<file path="src/rtl/sine_resonator.sv">
module sine_resonator #(
  parameter int W    = 16,
  parameter int FRAC = 14,
  parameter int OW   = 12
) (
  input  logic         clk,
  input  logic         rst_n,
  input  logic         load,
  input  logic [W-1:0] coef_in,
  input  logic [W-1:0] init_in,
  input  logic         step,
  output logic [W-1:0] sample_out,
  output logic [OW-1:0] dac_code
);
  localparam int PW = 2 * W;
  localparam logic signed [PW-1:0] HALF = PW'(1) <<< (FRAC - 1);
  localparam logic signed [PW-1:0] MAXV = (PW'(1) <<< (W - 1)) - PW'(1);
  localparam logic signed [PW-1:0] MINV = -(PW'(1) <<< (W - 1));

  logic signed [W-1:0]  coef_q, cur_q, old_q;
  logic signed [PW-1:0] prod, scaled, diff;
  logic signed [W-1:0]  nxt;

  assign prod   = PW'(coef_q) * PW'(cur_q);
  assign scaled = (prod + HALF) >>> FRAC;
  assign diff   = scaled - PW'(old_q);

  always_comb begin
    if (diff > MAXV)      nxt = MAXV[W-1:0];
    else if (diff < MINV) nxt = MINV[W-1:0];
    else                  nxt = diff[W-1:0];
  end

  always_ff @(posedge clk) begin
    if (!rst_n) begin
      coef_q <= '0;
      cur_q  <= '0;
      old_q  <= '0;
    end else if (load) begin
      coef_q <= coef_in;
      cur_q  <= init_in;
      old_q  <= '0;
    end else if (step) begin
      cur_q  <= nxt;
      old_q  <= cur_q;
    end
  end

  assign sample_out = cur_q;
  assign dac_code   = {~cur_q[W-1], cur_q[W-2 -: OW-1]};

  assert_load_R2: assert property (@(posedge clk) disable iff (!rst_n)
    load |=> (cur_q == $past(init_in)) && (old_q == '0) && (coef_q == $past(coef_in)));

  assert_hold_R4: assert property (@(posedge clk) disable iff (!rst_n)
    (!load && !step) |=> $stable(cur_q) && $stable(old_q) && $stable(coef_q));

  assert_shift_R5: assert property (@(posedge clk) disable iff (!rst_n)
    (step && !load) |=> old_q == $past(cur_q));

  assert_zero_coef_R5: assert property (@(posedge clk) disable iff (!rst_n)
    (step && !load && coef_q == '0 && old_q != MINV[W-1:0]) |=> cur_q == -$past(old_q));

  assert_clamp_hi_R6: assert property (@(posedge clk) disable iff (!rst_n)
    (step && !load && cur_q > 0 && coef_q == MAXV[W-1:0] && old_q <= 0 && cur_q > 20000)
      |=> cur_q == MAXV[W-1:0]);
endmodule

</file>
<file path="config.mk">
export PLATFORM = sky130hd
export DESIGN_NAME = sine_resonator
export DESIGN_NICKNAME = d
export VERILOG_FILES = /design/src/rtl/sine_resonator.sv
export SDC_FILE = /design/constraint.sdc
export NUM_CORES = 1
export LEC_CHECK = 0
export ABC_CLOCK_PERIOD_IN_PS = 7200
export CORE_ASPECT_RATIO = 0.9
export CORE_MARGIN = 2
export CORE_UTILIZATION = 39
export DETAILED_ROUTE_END_ITERATION = 8
export MAX_ROUTING_LAYER = met4
export PLACE_DENSITY_LB_ADDON = 0.15
export SLEW_MARGIN = 20
export SYNTH_ARGS = -nofsm -noshare
export SYNTH_HDL_FRONTEND = slang
export SYNTH_SLANG_ARGS = --single-unit
</file>
<file path="constraint.sdc">
create_clock -name clk -period 7.2 [get_ports clk]
set_input_delay 1.44 -clock clk [delete_from_list [all_inputs] [get_ports clk]]
set_output_delay 1.44 -clock clk [all_outputs]
set_load 0.02 [all_outputs]
</file>
# --- Yosys cells after proc, flatten, opt, wreduce, memory -nomap -nowiden ---
# Cells that the tools add are included.
word_totals:
  regBits: 48
  word_cells: 16
  in_bits: 36
classes:
  n_reduce_logical: 2
  n_addsub: 2
  mux: 4
  mul: 1
  order_cmp: 2
  n_bitwise: 2
op_table:
  columns: ["operator", "count"]
  rows:
  - ["16-bit two-way mux", 4]
  - ["32-bit by 15-bit adder with 32-bit output, second input constant", 1]
  - ["16-bit by 16-bit multiplier with 32-bit output", 1]
  - ["19-bit by 16-bit greater-than comparator with 1-bit output, second input constant", 1]
  - ["19-bit by 16-bit < comparator with 1-bit output, second input constant", 1]
  - ["18-bit by 16-bit subtractor with 19-bit output", 1]
  - ["1-bit NOT", 2]
  - ["2-bit nonzero test", 1]
  - ["2-bit OR reduction", 1]

# --- Depth between registers and ports, before layout ---
# Gate-level depths: netlist (run 1).
logic_depth:
  ltp_word: 8
  depth_mapped: 34
  depth_no_buf: 32

# --- Worst setup path before layout (run 1) ---
# No wires, ideal clock.
synth_timing:
  path_type: "flip-flop to flip-flop"
  startpoint: "register cur_q[1], in the netlist sample_out[1]"
  endpoint: "register cur_q[10], in the netlist sample_out[10]"
  arrival_time_ns: 7.895
  setup_time_ns: 0.079
  synth_period_minus_slack_ns: 7.974
  path_buffers: 2
  setup_slack_ns: -0.774
  required_ns: 7.121
  path_stages_with_launch: 33
  cell_sequence: "dfxtp_1 > clkbuf_1 > nand2_1 > inv_1 > fa_1 > inv_1 > fa_1 > inv_1 > fa_1 > fa_1 > fa_1 > inv_1 > fa_1 > inv_1 > ha_1 > nand4_1 > a2111oi_0 > nor2_1 > a31oi_1 > o21ai_1 > o21bai_1 > a21oi_1 > xnor2_1 > ha_1 > and2_1 > o21a_1 > o21ai_0 > a22oi_1 > o21ai_0 > xnor2_1 > a41oi_2 > buf_4 > o221ai_2"
synth_between:
  elab_chain_cells: 8
  word_cells_on_any_way: 9
  cone_classes: "add/sub: 2; mul: 1; order compare: 2; mux: 4"
synth_lines:
  columns: ["element", "line", "rtl"]
  rows:
  - ["start: declaration", "20", "logic signed [W-1:0] coef_q, cur_q, old_q;"]
  - ["start signal: assignment", "41", "cur_q <= init_in;"]
  - ["start signal: assignment", "44", "cur_q <= nxt;"]
  - ["16-bit by 16-bit multiplier with 32-bit output *", "24", "assign prod = PW'(coef_q) * PW'(cur_q);"]
  - ["32-bit by 15-bit adder with 32-bit output *", "25", "assign scaled = (prod + HALF) >>> FRAC;"]
  - ["18-bit by 16-bit subtractor with 19-bit output *", "26", "assign diff = scaled - PW'(old_q);"]
  - ["19-bit by 16-bit < comparator with 1-bit output", "30", "else if (diff < MINV) nxt = MINV[W-1:0];"]
  - ["16-bit two-way mux", "30", null]
  - ["16-bit two-way mux *", "29", "if (diff > MAXV) nxt = MAXV[W-1:0];"]
  - ["16-bit two-way mux *", "43", "end else if (step) begin"]
  - ["16-bit two-way mux *", "39", "end else if (load) begin"]
# Mark *: on every way between the ends. The rest lies on a longest branch, timed or not. The select of a mux whose other input is x is not followed.
# A chain may end at the register's enable or synchronous reset.

# --- Worst setup path after layout (run 1) ---
layout_timing:
  startpoint: "register cur_q[7], in the netlist sample_out[7]"
  endpoint: "register cur_q[0], in the netlist sample_out[0]"
# The elaborated chain is that of the path after synthesis.

==> impl_metrics.csv, run 1 <==
group,metric,value,unit
clock_tree,cts.sinks,48,
clock_tree,hold_buffers,0,
grt,grt_max_degree,43,
logic_synthesis,yosysUniqueCellTypes,58,
setup_path,required,7380,ps
outcome,status,"finished, violations left",
floorplanning,initial_core_util,39.86,%
grt,grt_pass1_vias,10490,
logic_synthesis,syn_inst,1352,
timing,postLayoutSetupSlackWorst,-461.5,ps
detailed_routing,wire_per_inst,18.48,µm
setup_path,rr_startpoint,"sample_out[7]$_SDFFE_PN0P_",
grt,grt_usage,24.06,%
placement,place_congestion,0.8605,
timing,slew_headroom,36.42,%
timing,finalSetupViolCount,16,
logic_synthesis,dominantRegCellSynth,"dfxtp_1",
setup_path,path_class,"reg2reg",
detailed_routing,via_count,9795,
setup_path,path_common_cell,"fa_1",
logic_synthesis,synthesis.area,0.01241,mm²
timing,fmax,130.5,MHz
logic_synthesis,ys_ff_latch,48,
clock_tree,path_clk_slew,80,ps
setup_path,cp-startpoint,"sample_out[7]$_SDFFE_PN0P_",
cells_and_area,antennaDiodeCount,0,
clock_tree,root_buffer,"clkbuf_16",
logic_synthesis,synth_edf_count,0,
clock_tree,h-tree-depth,2,
floorplanning,row_count,61,
floorplanning,pin_count,64,
logic_synthesis,avgSynthCellArea,9.181,µm²
cells_and_area,layout.cells.most_common,"inv_1",
logic_synthesis,yosys.area.top_type_share,42.42,%
clock_tree,numCtsBuffers,5,
timing,tightest_slew,953.7,ps
floorplanning,die-width,192.1,µm
cells_and_area,layout.nets,1985,
detailed_routing,drc,0,
clock_tree,cts_buffer_depth,2,
setup_path,critPathLaunchType,"flop",
timing,finalClockSkew,9.274,ps
logic_synthesis,yosys_warnings,0,
floorplanning,die-area,0.03327,mm²
grt,antenna_found_initial,0,
floorplanning,core,0.03114,mm²
outcome,violations,"setup timing",
timing,rsz0062_at_grt,"yes",
timing,finalHoldViolCount,0,
logic_synthesis,syn-num-nets,1746,
grt,grtUsageMet1,34.51,%
floorplanning,die_y,173.3,µm
grt,met2_usage,36.96,%
setup_path,slowest_delay,560,ps
cells_and_area,final_cell_mix,"inv_1, fa_1, buf_4",
clock_tree,cts_tree,"yes",
worst_hold_path,min_path_type,"reg2reg",
setup_path,worst_setup_path_end_kind,"flop",
timing,period_share,106.4,%
timing,final_max_slew_viol_count,0,
timing,holdWs,498.1,ps
grt,met3_usage,2.449,%
grt,top_usage_layer,"met2",
logic_synthesis,async_flop_share,0,%
setup_path,path_max_fanout,8,
run,drv_cap,0,
logic_synthesis,synth_top_area_cell,"fa_1",
timing,post-route-min-period,7662,ps
grt,grt_overflow_total,0,
placement,port_buffers,63,
clock_tree,insertion_delay,310,ps
logic_synthesis,ys_seq_area_share,7.741,%
detailed_routing,antenna_left,0,
detailed_routing,drt_iter0_markers,450,
worst_hold_path,min-delay-start,"old_q[5]$_SDFFE_PP0P_",
placement,dpl.hpwl,29.82,mm
detailed_routing,routed_wirelength,36.98,mm
grt,grt_pass1_wl,59.29,mm
setup_path,cp_slowest_cell,"fa_1",
detailed_routing,viasPerCell,4.895,
logic_synthesis,synth_area_leaders,"fa_1, ha_1, inv_1",
cells_and_area,syn2layout_area_growth,29.59,%
cells_and_area,drive_gt1_share,23.74,%
setup_path,worstPathArrival,7840,ps
detailed_routing,dr.pass1.iters,5,
==> synth_stat cells, types with 12 or more instances <==
library cell / count
a21oi_1: 30
and2_1: 120
buf_4: 12
clkbuf_1: 48
dfxtp_1: 48
fa_1: 263
ha_1: 95
inv_1: 304
mux2i_1: 32
nand2_1: 141
nor2_1: 65
nor3_1: 12
o21ai_0: 16
xnor2_1: 29
xor2_1: 12
==> flip-flops by register name, indices dropped and copies added, names as in the netlist <==
| signal | cells |
|---|---|
| old_q | 16 |
| coef_q | 16 |
| sample_out | 16 |
==> layout make-up <==
| cell class | count | area (µm²) |
|---|---|---|
| timing repair buffer | 295 | 2666 |
| clock buffer | 7 | 175.2 |
| clock inverter | 1 | 8.758 |
| tap | 409 | 511.7 |
| multi-input combinational | 937 | 10530 |
| inverter | 304 | 1144 |
| fill | 2971 | 15050 |
| sequential | 48 | 1055 |
==> logic make-up after synthesis <==
| group | after synthesis | synth area share [%] |
|---|---|---|
| simple gates | 377 | 14.93 |
| buf+inv | 367 | 11.55 |
| fa+ha+maj | 358 | 51.99 |
| compound gates | 128 | 8.225 |
| flops | 48 | 7.741 |
| xor+xnor | 41 | 2.893 |
| mux | 33 | 2.671 |
==> timing repair <==
| item | in CTS | in global routing |
|---|---|---|
| hold endpoints to repair | 0 | 0 |
| endpoints found under the setup margin | 16 | 16 |
| gates cloned | 1 | 0 |
| resized for setup | 102 | 26 |
| setup buffers | 41 | 8 |
| pin swaps | 58 | 29 |
==> critical path, delay by kind of cell, from the launching register on <==
family / cells / cell delay, ps
XOR/XNOR: 2 / 340
AO/OA/AOI/OAI: 12 / 1960
adder cells (fa/ha/maj): 8 / 3550
buffers and inverters: 8 / 950
AND/OR/NAND/NOR: 2 / 210
flip-flops: 1 / 480
==> per-layer routing <==
metal  vias to the layer above  share of wire, %  wire, µm
met3                        44               4.0      1465
met4                         0               2.0       734
li1                       4588                 -         -
met5                         -                 0         0
met1                      4960                48     17650
met2                       203                46     17130
==> per-stage QoR <==
step	utilization (%)	worst slack, ps	setup TNS, ps	instances	area (µm²)
finish	51.66	-461.5	-6796	2001	16090
global route	51.66	-756.9	-11490	2001	16090
CTS	51.23	-409.1	-5703	1995	15950
detailed placement	48.13	-733.8	-10750	1947	14990
global placement	48.13	-723.9	-10620	1947	14990
floorplan	-	-104.9	-1096	1352	12710
==> path summary, 6_finish.rpt <==
path / cells after the start / to / slack (ps)
hold / removal: 2 / old_q[5]$_SDFFE_PP0P_ / 500
setup / recovery: 32 / sample_out[0]$_SDFFE_PN0P_ / -460
setup reg to reg: 32 / sample_out[0]$_SDFFE_PN0P_ / -460
hold reg to reg: 2 / old_q[5]$_SDFFE_PP0P_ / 500
Power of run 1 is left out: the tool's default activity adds up to more than one toggle a clock period on the data nets, which glitch-free logic cannot reach.
==> run 2, diff against run 1 <==
--- a/config.mk
+++ b/config.mk
@@ -5,7 +5,7 @@
 export SDC_FILE = /design/constraint.sdc
 export NUM_CORES = 1
 export LEC_CHECK = 0
-export ABC_CLOCK_PERIOD_IN_PS = 7200
+export ABC_CLOCK_PERIOD_IN_PS = 8800
 export CORE_ASPECT_RATIO = 0.9
 export CORE_MARGIN = 2
 export CORE_UTILIZATION = 39
==> constraint.sdc (replaced) <==
create_clock -name clk -period 8.8 [get_ports clk]
set_input_delay 1.76 -clock clk [delete_from_list [all_inputs] [get_ports clk]]
set_output_delay 1.76 -clock clk [all_outputs]
set_load 0.02 [all_outputs]
==> run 2 against run 1 <==
  * Register-to-register slack better by 940 ps
  * The flow now finishes without violations
  * Critical endpoint is now sample_out[2]$_SDFFE_PN0P_
  * Routed wire length fell by 9.2%
  * Setup slack better by 940 ps
  * Count of clock-buffer cells in the layout decreased by 2
  * Non-clock buffer count shrank 180
  * Fmax down 8.0%
  * Cell area down 14%
==> impl_metrics.csv, run 2 (synthesis gave the netlist of run 1 again) <==
group,metric,value,unit
clock_tree,path_clk_slew,80,ps
floorplanning,pin_count,64,
setup_path,critPathLaunchType,"flop",
detailed_routing,wire_per_inst,18.44,µm
detailed_routing,drt_iter0_markers,412,
detailed_routing,drc,0,
grt,grt_usage,21.85,%
clock_tree,numCtsBuffers,5,
timing,setup_tns,0,ps
timing,finalHoldViolCount,0,
grt,grt_pass1_wl,54.01,mm
grt,grt_max_degree,43,
setup_path,cp_slowest_cell,"dfxtp_2",
setup_path,path_common_cell,"fa_1",
placement,post-place-ws,230.4,ps
setup_path,critPathBufInv,4,
floorplanning,row_count,61,
timing,finalClockSkew,16.69,ps
clock_tree,post-cts-setup-buffers,0,
setup_path,path_class,"reg2reg",
timing,finalSetupViolCount,0,
placement,port_buffers,63,
detailed_routing,antenna_left,0,
cells_and_area,antennaDiodeCount,0,
timing,slew_headroom,40.75,%
clock_tree,cts_tree,"yes",
cells_and_area,drive_gt1_share,7.720,%
timing,final_max_slew_viol_count,0,
timing,rsz0062_at_grt,"no",
cells_and_area,final_cell_mix,"inv_1, fa_1, nand2_1",
setup_path,slowest_delay,650,ps
floorplanning,die_y,173.3,µm
timing,period_share,94.62,%
floorplanning,die-width,192.1,µm
setup_path,cp_top_family,"adder cells",
worst_hold_path,min_path_type,"reg2reg",
floorplanning,initial_core_util,39.86,%
floorplanning,die-area,0.03327,mm²
clock_tree,root_buffer,"clkbuf_16",
setup_path,required,8970,ps
clock_tree,hold_buffers,0,
clock_tree,cts.sinks,48,
placement,dpl.hpwl,27.41,mm
cells_and_area,fill_cells,3157,
clock_tree,h-tree-depth,2,
grt,grt_pass1_vias,9588,
detailed_routing,via_count,9017,
outcome,status,"completed",
timing,fmax,120.1,MHz
setup_path,worst_setup_path_end_kind,"flop",
floorplanning,core,0.03114,mm²
setup_path,path_max_fanout,17,
clock_tree,cts-resized-gates,0,
clock_tree,insertion_delay,310,ps
timing,tightest_slew,888.8,ps
cells_and_area,syn2layout_area_growth,11.82,%
clock_tree,cts_buffer_depth,2,
cells_and_area,layout.cells.most_common,"inv_1",
setup_path,worstPathArrival,8490,ps
timing,postLayoutSetupSlackWorst,473.7,ps
timing,post-route-min-period,8326,ps
grt,grt_overflow_total,0,
detailed_routing,viasPerCell,4.952,
detailed_routing,dr.pass1.iters,4,
timing,holdWs,498.3,ps
placement,place_congestion,0.8623,
setup_path,ff2ff_setup_slack,470,ps
cells_and_area,layout.nets,1805,
run,drv_cap,0,
grt,antenna_found_initial,0,
detailed_routing,routed_wirelength,33.58,mm
-- run 2: changes by cell type in the layout (fill, tap and decap cells not counted), sizes merged --
cell      delta
bufinv       +1
clkbuf       -2
buf        -180
clkinvlp     +1
-- run 2: layout make-up --
cell class / count / area, µm² / area share (%)
clock inverter: 3 / 46.29 / 0.3335
sequential: 48 / 984.7 / 7.094
inverter: 304 / 1141 / 8.221
tap: 409 / 511.7 / 3.687
timing repair buffer: 115 / 1036 / 7.463
clock buffer: 5 / 125.1 / 0.9014
multi-input combinational: 937 / 10040 / 72.30
-- run 2: final timing paths --
kind | start | cells after the start | to
worst min register to register | old_q[9]$_SDFFE_PP0P_ | 2 | old_q[9]$_SDFFE_PP0P_
worst max-delay path | coef_q[7]$_SDFFE_PN0P_ | 28 | sample_out[2]$_SDFFE_PN0P_
worst min-delay path | old_q[9]$_SDFFE_PP0P_ | 2 | old_q[9]$_SDFFE_PP0P_
worst max register to register | coef_q[7]$_SDFFE_PN0P_ | 28 | sample_out[2]$_SDFFE_PN0P_
-- run 2: worst min-delay path: stages, from the launching register on --
cell     delay [ps]
dfxtp_1         330
mux2i_1          60
nor2_1           70
-- run 2: layer usage --
layer | part of all wire (%) | global-route usage, %
met1 | 46 | 30.06
met2 | 48 | 35.11
met3 | 3.5 | 2.490
met4 | 1.7 | 4.135
met5 | 0 | -
-- run 2: metrics by stage --
step,utilization [%],area [µm²],cells
after CTS,44.42,13830,1821
final,44.58,13880,1821
after detailed placement,43.87,13660,1813
after global placement,43.87,13660,1813
after floorplan,-,12410,1352
after global routing,44.58,13880,1821
Power of run 2 is left out for the same reason.
